## config.mk

```make
export PLATFORM = sky130hd
export DESIGN_NAME = mdio_master
export DESIGN_NICKNAME = d
export VERILOG_FILES = /design/src/rtl/mdio_master_pkg.sv /design/src/rtl/mdio_halfclk.sv /design/src/rtl/mdio_seq.sv /design/src/rtl/mdio_master.sv
export SDC_FILE = /design/constraint.sdc
export NUM_CORES = 1
export LEC_CHECK = 0
export ABC_AREA = 1
export ABC_CLOCK_PERIOD_IN_PS = 2550
export CORE_ASPECT_RATIO = 0.8
export CORE_MARGIN = 4
export CORE_UTILIZATION = 55
export DETAILED_ROUTE_END_ITERATION = 16
export PLACE_DENSITY = 0.8
export SLEW_MARGIN = 20
export SYNTH_ARGS = -nofsm -noshare
export SYNTH_HDL_FRONTEND = slang
export SYNTH_HIERARCHICAL = 1
export SYNTH_SLANG_ARGS = --single-unit
```

## constraint.sdc

```tcl
create_clock -name clk -period 2.55 [get_ports clk]
set_input_delay 0.51 -clock clk [delete_from_list [all_inputs] [get_ports clk]]
set_output_delay 0.51 -clock clk [all_outputs]
set_load 0.03 [all_outputs]
```

## src/rtl/mdio_master_pkg.sv

```systemverilog
`timescale 1ns/1ps
package mdio_master_pkg;
   typedef enum logic [2:0] {
      PH_IDLE, PH_PRE, PH_HDR, PH_TA, PH_DATA, PH_TAIL, PH_ERR
   } phase_e;

   localparam logic [1:0] SOF_PAT = 2'b01;
   localparam logic [1:0] OP_RD   = 2'b10;
   localparam logic [1:0] OP_WR   = 2'b01;
   localparam logic [1:0] TA_WR   = 2'b10;
endpackage

```

## src/rtl/mdio_halfclk.sv

```systemverilog
`timescale 1ns/1ps
module mdio_halfclk #(
   parameter int DIV_W = 8
) (
   input  logic             clk,
   input  logic             rst_n,
   input  logic             load,
   input  logic             run,
   input  logic [DIV_W-1:0] div_in,
   output logic             mdc,
   output logic             bit_end
);
   localparam logic [DIV_W-1:0] DIV_ONE = {{(DIV_W-1){1'b0}}, 1'b1};

   if (DIV_W < 1) begin : g_bad_div_w
      $error("DIV_W must be at least 1");
   end

   logic [DIV_W-1:0] div_q, hcnt, div_eff;
   logic             hi_q;

   assign div_eff = (div_in == '0) ? DIV_ONE : div_in;

   always_ff @(posedge clk) begin
      if (!rst_n) begin
         div_q <= DIV_ONE;
         hcnt  <= '0;
         hi_q  <= 1'b0;
      end else if (load) begin
         div_q <= div_eff;
         hcnt  <= div_eff - DIV_ONE;
         hi_q  <= 1'b0;
      end else if (!run) begin
         hcnt  <= div_q - DIV_ONE;
         hi_q  <= 1'b0;
      end else if (hcnt == '0) begin
         hi_q  <= ~hi_q;
         hcnt  <= div_q - DIV_ONE;
      end else begin
         hcnt  <= hcnt - DIV_ONE;
      end
   end

   assign mdc     = hi_q;
   assign bit_end = run && hi_q && (hcnt == '0);

   a_r9_level_held: assert property (@(posedge clk) disable iff (!rst_n)
      (run && hcnt != '0) |=> (hi_q == $past(hi_q)));
endmodule

```

## src/rtl/mdio_seq.sv

```systemverilog
`timescale 1ns/1ps
module mdio_seq
   import mdio_master_pkg::*;
#(
   parameter int PHY_W    = 5,
   parameter int REG_W    = 5,
   parameter int DATA_W   = 16,
   parameter int PRE_BITS = 32,
   parameter int RD_TAIL  = 2,
   parameter int WR_TAIL  = 1,
   parameter int ERR_CLKS = 32
) (
   input  logic              clk,
   input  logic              rst_n,
   input  logic              start,
   input  logic              rnw,
   input  logic [PHY_W-1:0]  phy_addr,
   input  logic [REG_W-1:0]  reg_addr,
   input  logic [DATA_W-1:0] wr_data,
   input  logic              bit_end,
   input  logic              mdio_i,
   output logic              accept,
   output logic              running,
   output logic              mdio_o,
   output logic              mdio_oe,
   output logic [DATA_W-1:0] rd_data,
   output logic              done,
   output logic              err
);
   localparam int HDR_BITS = 4 + PHY_W + REG_W;
   localparam int FRAME_W  = HDR_BITS + 2 + DATA_W;
   localparam int CNT_W    = $clog2(PRE_BITS + ERR_CLKS + FRAME_W + RD_TAIL + WR_TAIL + 1);

   if (DATA_W < 2) begin : g_bad_data_w
      $error("DATA_W must be at least 2");
   end
   if (PRE_BITS < 1 || ERR_CLKS < 1 || RD_TAIL < 1 || WR_TAIL < 1) begin : g_bad_len
      $error("preamble, error and tail lengths must be at least 1");
   end
   if (PHY_W < 1 || REG_W < 1) begin : g_bad_addr_w
      $error("address widths must be at least 1");
   end

   phase_e             state;
   logic [CNT_W-1:0]   cnt;
   logic [FRAME_W-1:0] tx_sh;
   logic [DATA_W-1:0]  rx_sh;
   logic               rd_q;
   logic               last;

   assign accept  = start && (state == PH_IDLE);
   assign running = (state != PH_IDLE);
   assign last    = (cnt == '0);

   always_ff @(posedge clk) begin
      if (!rst_n) begin
         state   <= PH_IDLE;
         cnt     <= '0;
         tx_sh   <= '0;
         rx_sh   <= '0;
         rd_q    <= 1'b0;
         rd_data <= '0;
         done    <= 1'b0;
         err     <= 1'b0;
      end else begin
         done <= 1'b0;
         if (accept) begin
            state <= PH_PRE;
            cnt   <= CNT_W'(PRE_BITS - 1);
            rd_q  <= rnw;
            tx_sh <= {SOF_PAT, (rnw ? OP_RD : OP_WR), phy_addr, reg_addr, TA_WR, wr_data};
         end else if (bit_end) begin
            unique case (state)
               PH_PRE: begin
                  if (last) begin
                     state <= PH_HDR;
                     cnt   <= CNT_W'(HDR_BITS - 1);
                  end else cnt <= cnt - 1'b1;
               end
               PH_HDR: begin
                  tx_sh <= tx_sh << 1;
                  if (last) begin
                     state <= PH_TA;
                     cnt   <= CNT_W'(1);
                  end else cnt <= cnt - 1'b1;
               end
               PH_TA: begin
                  tx_sh <= tx_sh << 1;
                  if (last) begin
                     if (rd_q && mdio_i) begin
                        state <= PH_ERR;
                        cnt   <= CNT_W'(ERR_CLKS - 1);
                     end else begin
                        state <= PH_DATA;
                        cnt   <= CNT_W'(DATA_W - 1);
                     end
                  end else cnt <= cnt - 1'b1;
               end
               PH_DATA: begin
                  tx_sh <= tx_sh << 1;
                  rx_sh <= {rx_sh[DATA_W-2:0], mdio_i};
                  if (last) begin
                     state <= PH_TAIL;
                     cnt   <= rd_q ? CNT_W'(RD_TAIL - 1) : CNT_W'(WR_TAIL - 1);
                  end else cnt <= cnt - 1'b1;
               end
               PH_TAIL: begin
                  if (last) begin
                     state <= PH_IDLE;
                     done  <= 1'b1;
                     err   <= 1'b0;
                     if (rd_q) rd_data <= rx_sh;
                  end else cnt <= cnt - 1'b1;
               end
               PH_ERR: begin
                  if (last) begin
                     state <= PH_IDLE;
                     done  <= 1'b1;
                     err   <= 1'b1;
                  end else cnt <= cnt - 1'b1;
               end
               default: state <= PH_IDLE;
            endcase
         end
      end
   end

   always_comb begin
      mdio_oe = 1'b0;
      mdio_o  = 1'b1;
      unique case (state)
         PH_PRE: mdio_oe = 1'b1;
         PH_HDR: begin
            mdio_oe = 1'b1;
            mdio_o  = tx_sh[FRAME_W-1];
         end
         PH_TA, PH_DATA: begin
            mdio_oe = !rd_q;
            mdio_o  = tx_sh[FRAME_W-1];
         end
         default: ;
      endcase
   end

   a_r10_done_single: assert property (@(posedge clk) disable iff (!rst_n)
      done |=> !done);
   a_r10_done_idle: assert property (@(posedge clk) disable iff (!rst_n)
      done |-> !running);
   a_r8_err_at_done: assert property (@(posedge clk) disable iff (!rst_n)
      $rose(err) |-> done);
   a_r7_data_at_done: assert property (@(posedge clk) disable iff (!rst_n)
      !$stable(rd_data) |-> done);
endmodule

```

## src/rtl/mdio_master.sv

```systemverilog
`timescale 1ns/1ps
module mdio_master #(
   parameter int DIV_W    = 8,
   parameter int PHY_W    = 5,
   parameter int REG_W    = 5,
   parameter int DATA_W   = 16,
   parameter int PRE_BITS = 32,
   parameter int RD_TAIL  = 2,
   parameter int WR_TAIL  = 1,
   parameter int ERR_CLKS = 32
) (
   input  logic              clk,
   input  logic              rst_n,
   input  logic              cmd_start,
   input  logic              cmd_read,
   input  logic [PHY_W-1:0]  cmd_phy,
   input  logic [REG_W-1:0]  cmd_reg,
   input  logic [DATA_W-1:0] cmd_wdata,
   input  logic [DIV_W-1:0]  half_div,
   output logic              mdc,
   output logic              mdio_o,
   output logic              mdio_oe,
   input  logic              mdio_i,
   output logic              busy,
   output logic              done,
   output logic              err,
   output logic [DATA_W-1:0] rd_data
);
   logic accept, bit_end;

   mdio_halfclk #(.DIV_W(DIV_W)) u_clk (
      .clk     (clk),
      .rst_n   (rst_n),
      .load    (accept),
      .run     (busy),
      .div_in  (half_div),
      .mdc     (mdc),
      .bit_end (bit_end)
   );

   mdio_seq #(
      .PHY_W(PHY_W), .REG_W(REG_W), .DATA_W(DATA_W), .PRE_BITS(PRE_BITS),
      .RD_TAIL(RD_TAIL), .WR_TAIL(WR_TAIL), .ERR_CLKS(ERR_CLKS)
   ) u_seq (
      .clk      (clk),
      .rst_n    (rst_n),
      .start    (cmd_start),
      .rnw      (cmd_read),
      .phy_addr (cmd_phy),
      .reg_addr (cmd_reg),
      .wr_data  (cmd_wdata),
      .bit_end  (bit_end),
      .mdio_i   (mdio_i),
      .accept   (accept),
      .running  (busy),
      .mdio_o   (mdio_o),
      .mdio_oe  (mdio_oe),
      .rd_data  (rd_data),
      .done     (done),
      .err      (err)
   );

   a_r5_hold_while_high: assert property (@(posedge clk) disable iff (!rst_n)
      mdc |-> ($stable(mdio_o) && $stable(mdio_oe)));
   a_r1_idle_quiet: assert property (@(posedge clk) disable iff (!rst_n)
      !busy |-> (!mdc && !mdio_oe));
endmodule

```

==> results of run 1 <==
worst min-delay path: stages (launching register included):
cell and delay (ns):
dfxtp_1 0.31, inv_1 0.06, a21oi_1 0.06
where the power goes:
group          switching [mW]  internal, mW  total, mW
Clock                   0.565         0.499       1.06
Sequential             0.0574          1.54       1.60
Combinational           0.324         0.211      0.535
per-stage QoR:
stage | std cells | hold WS [ns] | instance area (µm²)
after floorplan | 631 | 0.430 | 4530
after global placement | 781 | 0.444 | 5160
after detailed placement | 781 | 0.447 | 5160
after CTS | 797 | 0.462 | 5370
after global routing | 798 | 0.487 | 5380
final | 798 | 0.459 | 5380
synth_stat cells, types with 2 or more instances:
| cell type | instances |
|---|---|
| nand2_2 | 4 |
| nand4_1 | 7 |
| nor2_2 | 6 |
| ha_1 | 5 |
| xor2_1 | 4 |
| nor2_4 | 4 |
| a21oi_1 | 63 |
| nand3_2 | 2 |
| buf_6 | 5 |
| nand3_1 | 36 |
| nor3_1 | 20 |
| a31oi_1 | 3 |
| nor2_1 | 80 |
| clkbuf_1 | 8 |
| nand3b_1 | 2 |
| nand2_4 | 3 |
| nor3_2 | 13 |
| nand2_1 | 97 |
| o21ai_0 | 66 |
| clkinv_1 | 2 |
| o21ai_1 | 15 |
| inv_2 | 3 |
| inv_1 | 67 |
| buf_4 | 4 |
| dfxtp_1 | 94 |
| buf_2 | 6 |
state kept, by name, indices dropped and copies added (netlist names), 3 cells and up:
name / cells
u_clk/div_q: 8
u_clk/hcnt: 8
u_seq/cnt: 7
u_seq/rd_data: 16
u_seq/rx_sh: 16
u_seq/state: 3
u_seq/tx_sh: 32
area by class of cell:
cell class              count  area share (%)
flip-flops and latches     94            35.0
repair buffers             67            12.0
clock inverters             6            1.44
clock buffers              10            2.56
inverters                  72            5.02
multi-input cells         441            41.5
well taps                 108            2.51
cells by family (layout without fill, tap and decap cells):
group	after synthesis	count (layout)
simple gates	277	278
fa+ha+maj	5	5
xor+xnor	4	4
compound gates	154	154
flops	94	94
buf+inv	97	155
timing repair:
item,CTS,global route
endpoints found under the setup margin,2,16
pin swaps,0,1
buffers inserted,0,0
cloned,0,1
gates resized for setup,2,2
per-layer routing:
layer | vias to the layer above | part of all wire [%] | wire length [µm] | global-route usage (%)
li1 | 2176 | - | - | -
met1 | 2004 | 47 | 5120 | 30.2
met2 | 124 | 47 | 5200 | 37.5
met3 | 15 | 4.7 | 512 | 4.69
met4 | 0 | 1.4 | 149 | 7.81
met5 | - | 0 | 0 | 0
how the worst max path moves through the flow:
| stage | depth (start not counted) | startpoint | to |
|---|---|---|---|
| 3_3_place_gp | 10 | half_div[2] | u_clk/hcnt[4] |
| 6_report | 3 | u_seq/state[2] | busy |
| 2_1_floorplan | 8 | u_seq/state[2] | u_seq/rd_data[4] |
| 5_1_grt | 12 | u_clk/hcnt[0] | u_seq/tx_sh[29] |
| 3_5_place_dp | 10 | half_div[2] | u_clk/hcnt[4] |
| 4_1_cts | 9 | u_seq/state[2] | u_seq/rd_data[9] |
cell usage in the layout (no fill, tap or decap), types with 3 or more instances in the layout:
cell and count:
clkbuf_8 10, o21ai_1 15, nand3_1 36, nor3_2 13
nand2_1 96, xor2_1 4, nor2_2 6, nor3_1 20
dfxtp_1 94, clkdlybuf4s50_1 57, nand2_4 3, nand4_1 7
buf_4 7, ha_1 5, nor2_1 80, nor2_4 5
o21ai_0 66, inv_1 67, a31oi_1 3, inv_2 3
nand2_2 5, a21oi_1 63
==> metrics.md, run 1 <==
| Metric | Value |
|---|---|
| Port-buffer cells | 60 |
| Fill cell count | 699 |
| Parity-gate share of the synthesized area counting xor and xnor cells | less than 1% |
| Number of buffers created by CTS | 9 |
| Number of nets produced by synthesis | a little under 700 |
| CTS tree | yes |
| DP Wirelength | between 7000 and 8000 µm |
| Wire length of the first global-routing pass | 17900 µm |
| Remaining global-route overflow | 0 |
| Number of buffers on the longest clock path | 2 |
| Cell breakdown of the critical path | inv_2, nand2_1, clkdlybuf4s50_1 |
| Basic-gate share of the synthesized area counting and, or, nand and nor cells | 29.3% |
| Peak supply drop | between 0.3 and 0.4 mV |
| Standard-cell row count | 29 |
| Leakage | 2.26 nW |
| Number of antenna violations at the first check in global routing | 0 |
| Average routed wire per standard cell | 13.8 µm |
| DRC violation count after routing | 0 |
| Setup crit start kind | flop |
| Relative slew slack | between 70% and 80% |
| Worst Hold Depth | 2 |
| Final setup violation count | 0 |
| Effective utilization at floorplan | 56.7% |
| Final Skew | ~0.0096 ns |
| Number of levels the H-tree was split into | 3 |
| Main combinational cell family by area after synthesis | simple AND/OR/NAND/NOR gates |
| Die Width | around 110 µm |
| Total standard cell area after synthesis | between 4000 and 5000 µm² |
| Area of the placeable core | 7980 µm² |
| Max-cap check violation count | 0 |
| Pin slew with the least headroom to its limit | about 0.42 ns |
| Final ANT Viol Nets | 0 |
| Total of hold buffers inserted after clock tree synthesis | 0 |
| Total Negative Setup Slacks | 0 ns |
| TritonRoute pass-1 iters | 5 |
| Pin count of the biggest net entering global routing | 38 |
| Synthesis-stage register bit count | 94 |
| Overall die height | approximately 89 µm |
| Area occupied by multi-input gates | roughly 2200 µm² |
| Startpoint of the worst register-to-register path | u_seq/state[2] |
| Cell accounting for the most synthesized area | dfxtp_1 |
| Worst-case register-to-register setup slack | 0.28 ns |
| Sequential area share after synthesis | 41.5% |
| Required arrival time at the worst endpoint | roughly 2.0 ns |
| Signed area change from the synthesized netlist to the final layout | 18.9% |
| Synth area leaders | dfxtp_1, nand2_1, o21ai_0, a21oi_1, nor2_1 |
| EDFF count, synth | 0 |
| Critical R2R Capture | u_seq/tx_sh[29] |
| Violation count after the first detailed-route iteration | 361 |
| Vias per std cell | between 5 and 6 |
| Async set-reset flop share out of synthesis | 0% |
| Result of the run | completed |
| Post-placement worst setup slack | 0.253 ns |
| Total power draw | 3.20 mW |
| Hold Path Class | flop to flop |
| Reg2reg path depth | 10 |
| Critical path buffer and inverter count | 2 |
| Unique cell type count in the Yosys netlist | 38 |
| Seq. cell area | 1880 µm² |
| Multiplexer fraction of the synthesized cell area | 0% |
| Library cell contributing the largest single delay on the critical path | clkdlybuf4s50_1 |
| Number of primary I/O pins | 61 |
| Critical Path Sink Type | output pin |
| Power density relative to cell area | 595 nW/µm² |
| Slew Viols, Final | 0 |
| Hold path startpoint | u_seq/tx_sh[31] |
| Clk_lat worst skew | roughly 0.36 ns |
| Shortest period the worst path allows | 2.38 ns |
| Post-synthesis cell count | 631 |
| Final core utilization | 67.4% |
| Post-synthesis compound-gate area fraction | 17.7% |
| Share of the clock period used by the worst path after layout | between 90 and 100% |
| Placer's final routability congestion estimate | between 0.9 and 1 |
| Endpoint arrival time on the critical path | 1.87 ns |
| Buffer type at the clock tree root | clkbuf_8 |
| Number of global-route vias before repair | 3905 |
| Die outline area | 9760 µm² |
| Diode count | 0 |
| RSZ-0062 raised after global routing | no |
| Total wire length after detailed routing | 11000 µm |
| Achievable Freq | around 0.42 GHz |
| Yosys warnings | 6 |
| Class of the most critical setup path | flop to output pin |
| Clock-pin slew on the worst setup and hold paths | 0.10 ns |
| CP Max Fanout | 8 |
| Clock Sink Count | 94 |
| Number of nets in the final layout | 729 |
| Cell family with the largest share of critical-path delay | buffers and inverters |
| Fraction of the mapped netlist area in adder cells | 1.38% |
| Mean instance size in the synthesized netlist | 7.18 µm² |
| Fraction of layout instances using a drive strength above 1 | 9.28% |
| Final critical-path setup slack | between 0.15 and 0.2 ns |
| Largest stage delay, worst path | 0.71 ns |
| Primary flip-flop cell chosen by synthesis mapping | dfxtp_1 |
| Proportion of netlist area held by the largest area contributor | around 42% |
| Number of hold-slack violations in the final timing report | 0 |
| Capture endpoint of the worst hold path | u_seq/tx_sh[31] |
| Via count of the routed design | 4319 |
| Overall routing resource usage | 22.8% |
Note: power is estimated with default switching activity, not from simulation.
==> run 2: changes to the inputs <==
CAP_MARGIN = 10   (was unset)
==> results of run 2 <==
Same layout as run 1: the final DEF is identical, and so are final timing and power.
==> run 3: changes to the inputs <==
CORE_MARGIN = 1.5   (was 4)
PLACE_DENSITY = 0.81   (was 0.8)
==> run 3 against run 2 <==
Effect of this change:
- register-to-register slack better by 0.05 ns
- sequential cell count unchanged
- clock power down 13%
- cell count unchanged
- first-iteration DRC count down 20%
- hold slack better by 0.0015 ns
- non-clock buffer count up 2
==> metrics.md, run 3 (synthesis results as in run 1) <==
| Metric | Value |
|---|---|
| Result of the run | completed |
| Total Negative Setup Slacks | 0 ns |
| Pin count of the biggest net entering global routing | 37 |
| Number of hold-slack violations in the final timing report | 0 |
| Signed area change from the synthesized netlist to the final layout | 18.3% |
| Achievable Freq | roughly 0.43 GHz |
| Setup crit start kind | flop |
| Fraction of layout instances using a drive strength above 1 | 9.13% |
| Number of primary I/O pins | 61 |
| Standard-cell row count | 29 |
| Vias per std cell | 5.42 |
| Share of the clock period used by the worst path after layout | 92.2% |
| Total wire length after detailed routing | 10400 µm |
| Die Width | 104 µm |
| RSZ-0062 raised after global routing | no |
| TritonRoute pass-1 iters | 5 |
| Required arrival time at the worst endpoint | 2.04 ns |
| Final ANT Viol Nets | 0 |
| DP Wirelength | 7610 µm |
| Critical path buffer and inverter count | 1 |
| Critical Path Sink Type | output pin |
| Slew Viols, Final | 0 |
| Number of global-route vias before repair | 3889 |
| Largest stage delay, worst path | 0.64 ns |
| Highest-count cells in the layout ignoring fill and taps | nand2_1, dfxtp_1, nor2_1 |
| Buffer type at the clock tree root | clkbuf_8 |
| Power density relative to cell area | 570 nW/µm² |
| Diode count | 0 |
| Overall die height | 84.2 µm |
| Number of nets in the final layout | 730 |
| Relative slew slack | 70.2% |
| Post-CTS repair timing setup buffer count | 0 |
| CP Max Fanout | 5 |
| Leading cell type in the layout, fill and taps excluded | nand2_1 |
| Clk_lat worst skew | 0.37 ns |
| Die outline area | 8790 µm² |
| Number of buffers on the longest clock path | 2 |
| Max-cap check violation count | 0 |
| Clock-pin slew on the worst setup and hold paths | approximately 0.10 ns |
| Leakage | 2.25 nW |
| Violation count after the first detailed-route iteration | approximately 290 |
| DRC violation count after routing | 0 |
| Worst slack on hold paths | 0.460 ns |
| Port-buffer cells | 60 |
| Final setup violation count | 0 |
| Hold Path Class | flop to flop |
| Finished Cell Area | 5360 µm² |
| Area of the placeable core | 7950 µm² |
| Flip-flop count of the largest register after layout | 32 |
| Peak supply drop | 0.289 mV |
| Largest register by flop count | u_seq/tx_sh |
| Pin slew with the least headroom to its limit | 0.448 ns |
| Effective utilization at floorplan | roughly 57% |
| Shortest period the worst path allows | 2.35 ns |
| CTS tree | yes |
| Class of the most critical setup path | flop to output pin |
| Top flop regs | u_seq/tx_sh (32), u_seq/rd_data (16), u_seq/rx_sh (16) |
| Remaining global-route overflow | 0 |
| Placer's final routability congestion estimate | 0.914 |
| Endpoint arrival time on the critical path | 1.84 ns |
| Average routed wire per standard cell | 13.0 µm |
| Number of levels the H-tree was split into | 3 |
| Number of buffers created by CTS | 9 |
| Clock Sink Count | 94 |
| Final Skew | 0.0157 ns |
| Post-DP Area | 5180 µm² |
| Cell family with the largest share of critical-path delay | buffers and inverters |
| Library cell contributing the largest single delay on the critical path | clkdlybuf4s50_1 |
| Via count of the routed design | 4323 |
| Cell breakdown of the critical path | nor2_2, nand2_1, clkdlybuf4s50_1 |
| Overall routing resource usage | 23.8% |
| Number of antenna violations at the first check in global routing | 0 |
| Wire length of the first global-routing pass | roughly 17000 µm |
[run 3: cell count changes in the layout (fill, tap and decap cells not counted), sizes merged]
cell	before	now
bufinv	1	0
buf	8	10
nor2	91	90
clkbuf	10	9
inv	73	74
[run 3: stage by stage]
step	cells	power (mW)	utilization, %	worst slack, ns
global placement	783	2.14	65.2	0.374
floorplan	631	2.00	-	0.199
CTS	798	3.06	67.5	0.207
global route	798	3.20	67.5	0.0492
finish	798	3.06	67.5	0.198
detailed placement	783	2.16	65.2	0.346
[run 3: area by class of cell]
type / count / area [µm²]
repair buffers: 69 / 673
fillers: 663 / 2590
inverters: 72 / 270
flip-flops and latches: 94 / 1880
clock buffers: 9 / 124
multi-input cells: 440 / 2220
well taps: 108 / 135
clock inverters: 6 / 53.8
[run 3: metal layers]
| layer | up-vias | share of wire, % | global-route usage [%] | wire length [µm] |
|---|---|---|---|---|
| met5 | - | 0 | 0 | 0 |
| met3 | 22 | 6.1 | 4.89 | 636 |
| met1 | 1977 | 47 | 32.5 | 4890 |
| met2 | 147 | 45 | 38.1 | 4720 |
| li1 | 2177 | - | - | - |
| met4 | 0 | 1.5 | 7.32 | 160 |
[run 3: worst paths after layout]
path	startpoint	to	slack, ns	depth (start not counted)
worst min-delay path	u_seq/rx_sh[15]	u_seq/rx_sh[15]	0.46	2
worst max register to register	u_seq/state[0]	u_seq/tx_sh[20]	0.33	10
worst min register to register	u_seq/rx_sh[15]	u_seq/rx_sh[15]	0.46	2
worst max-delay path	u_seq/state[0]	busy	0.20	3
[run 3: power by group]
part | switching, mW | internal (mW) | leakage [nW]
Clock | 0.554 | 0.368 | 0.0886
Combinational | 0.317 | 0.213 | 1.39
Sequential | 0.0588 | 1.54 | 0.770
Total | 0.930 | 2.13 | 2.25
[run 3: tightest hold or removal path: stages (launching register included)]
cell	delay [ns]
dfxtp_1	0.31
inv_1	0.06
a21oi_1	0.06
[run 3: timing repair]
item | 4_1_cts | 5_1_grt
hold endpoints to repair | 0 | 0
resized for setup | 2 | 0
endpoints found under the setup margin | 2 | 0
hold buffers | 0 | 0
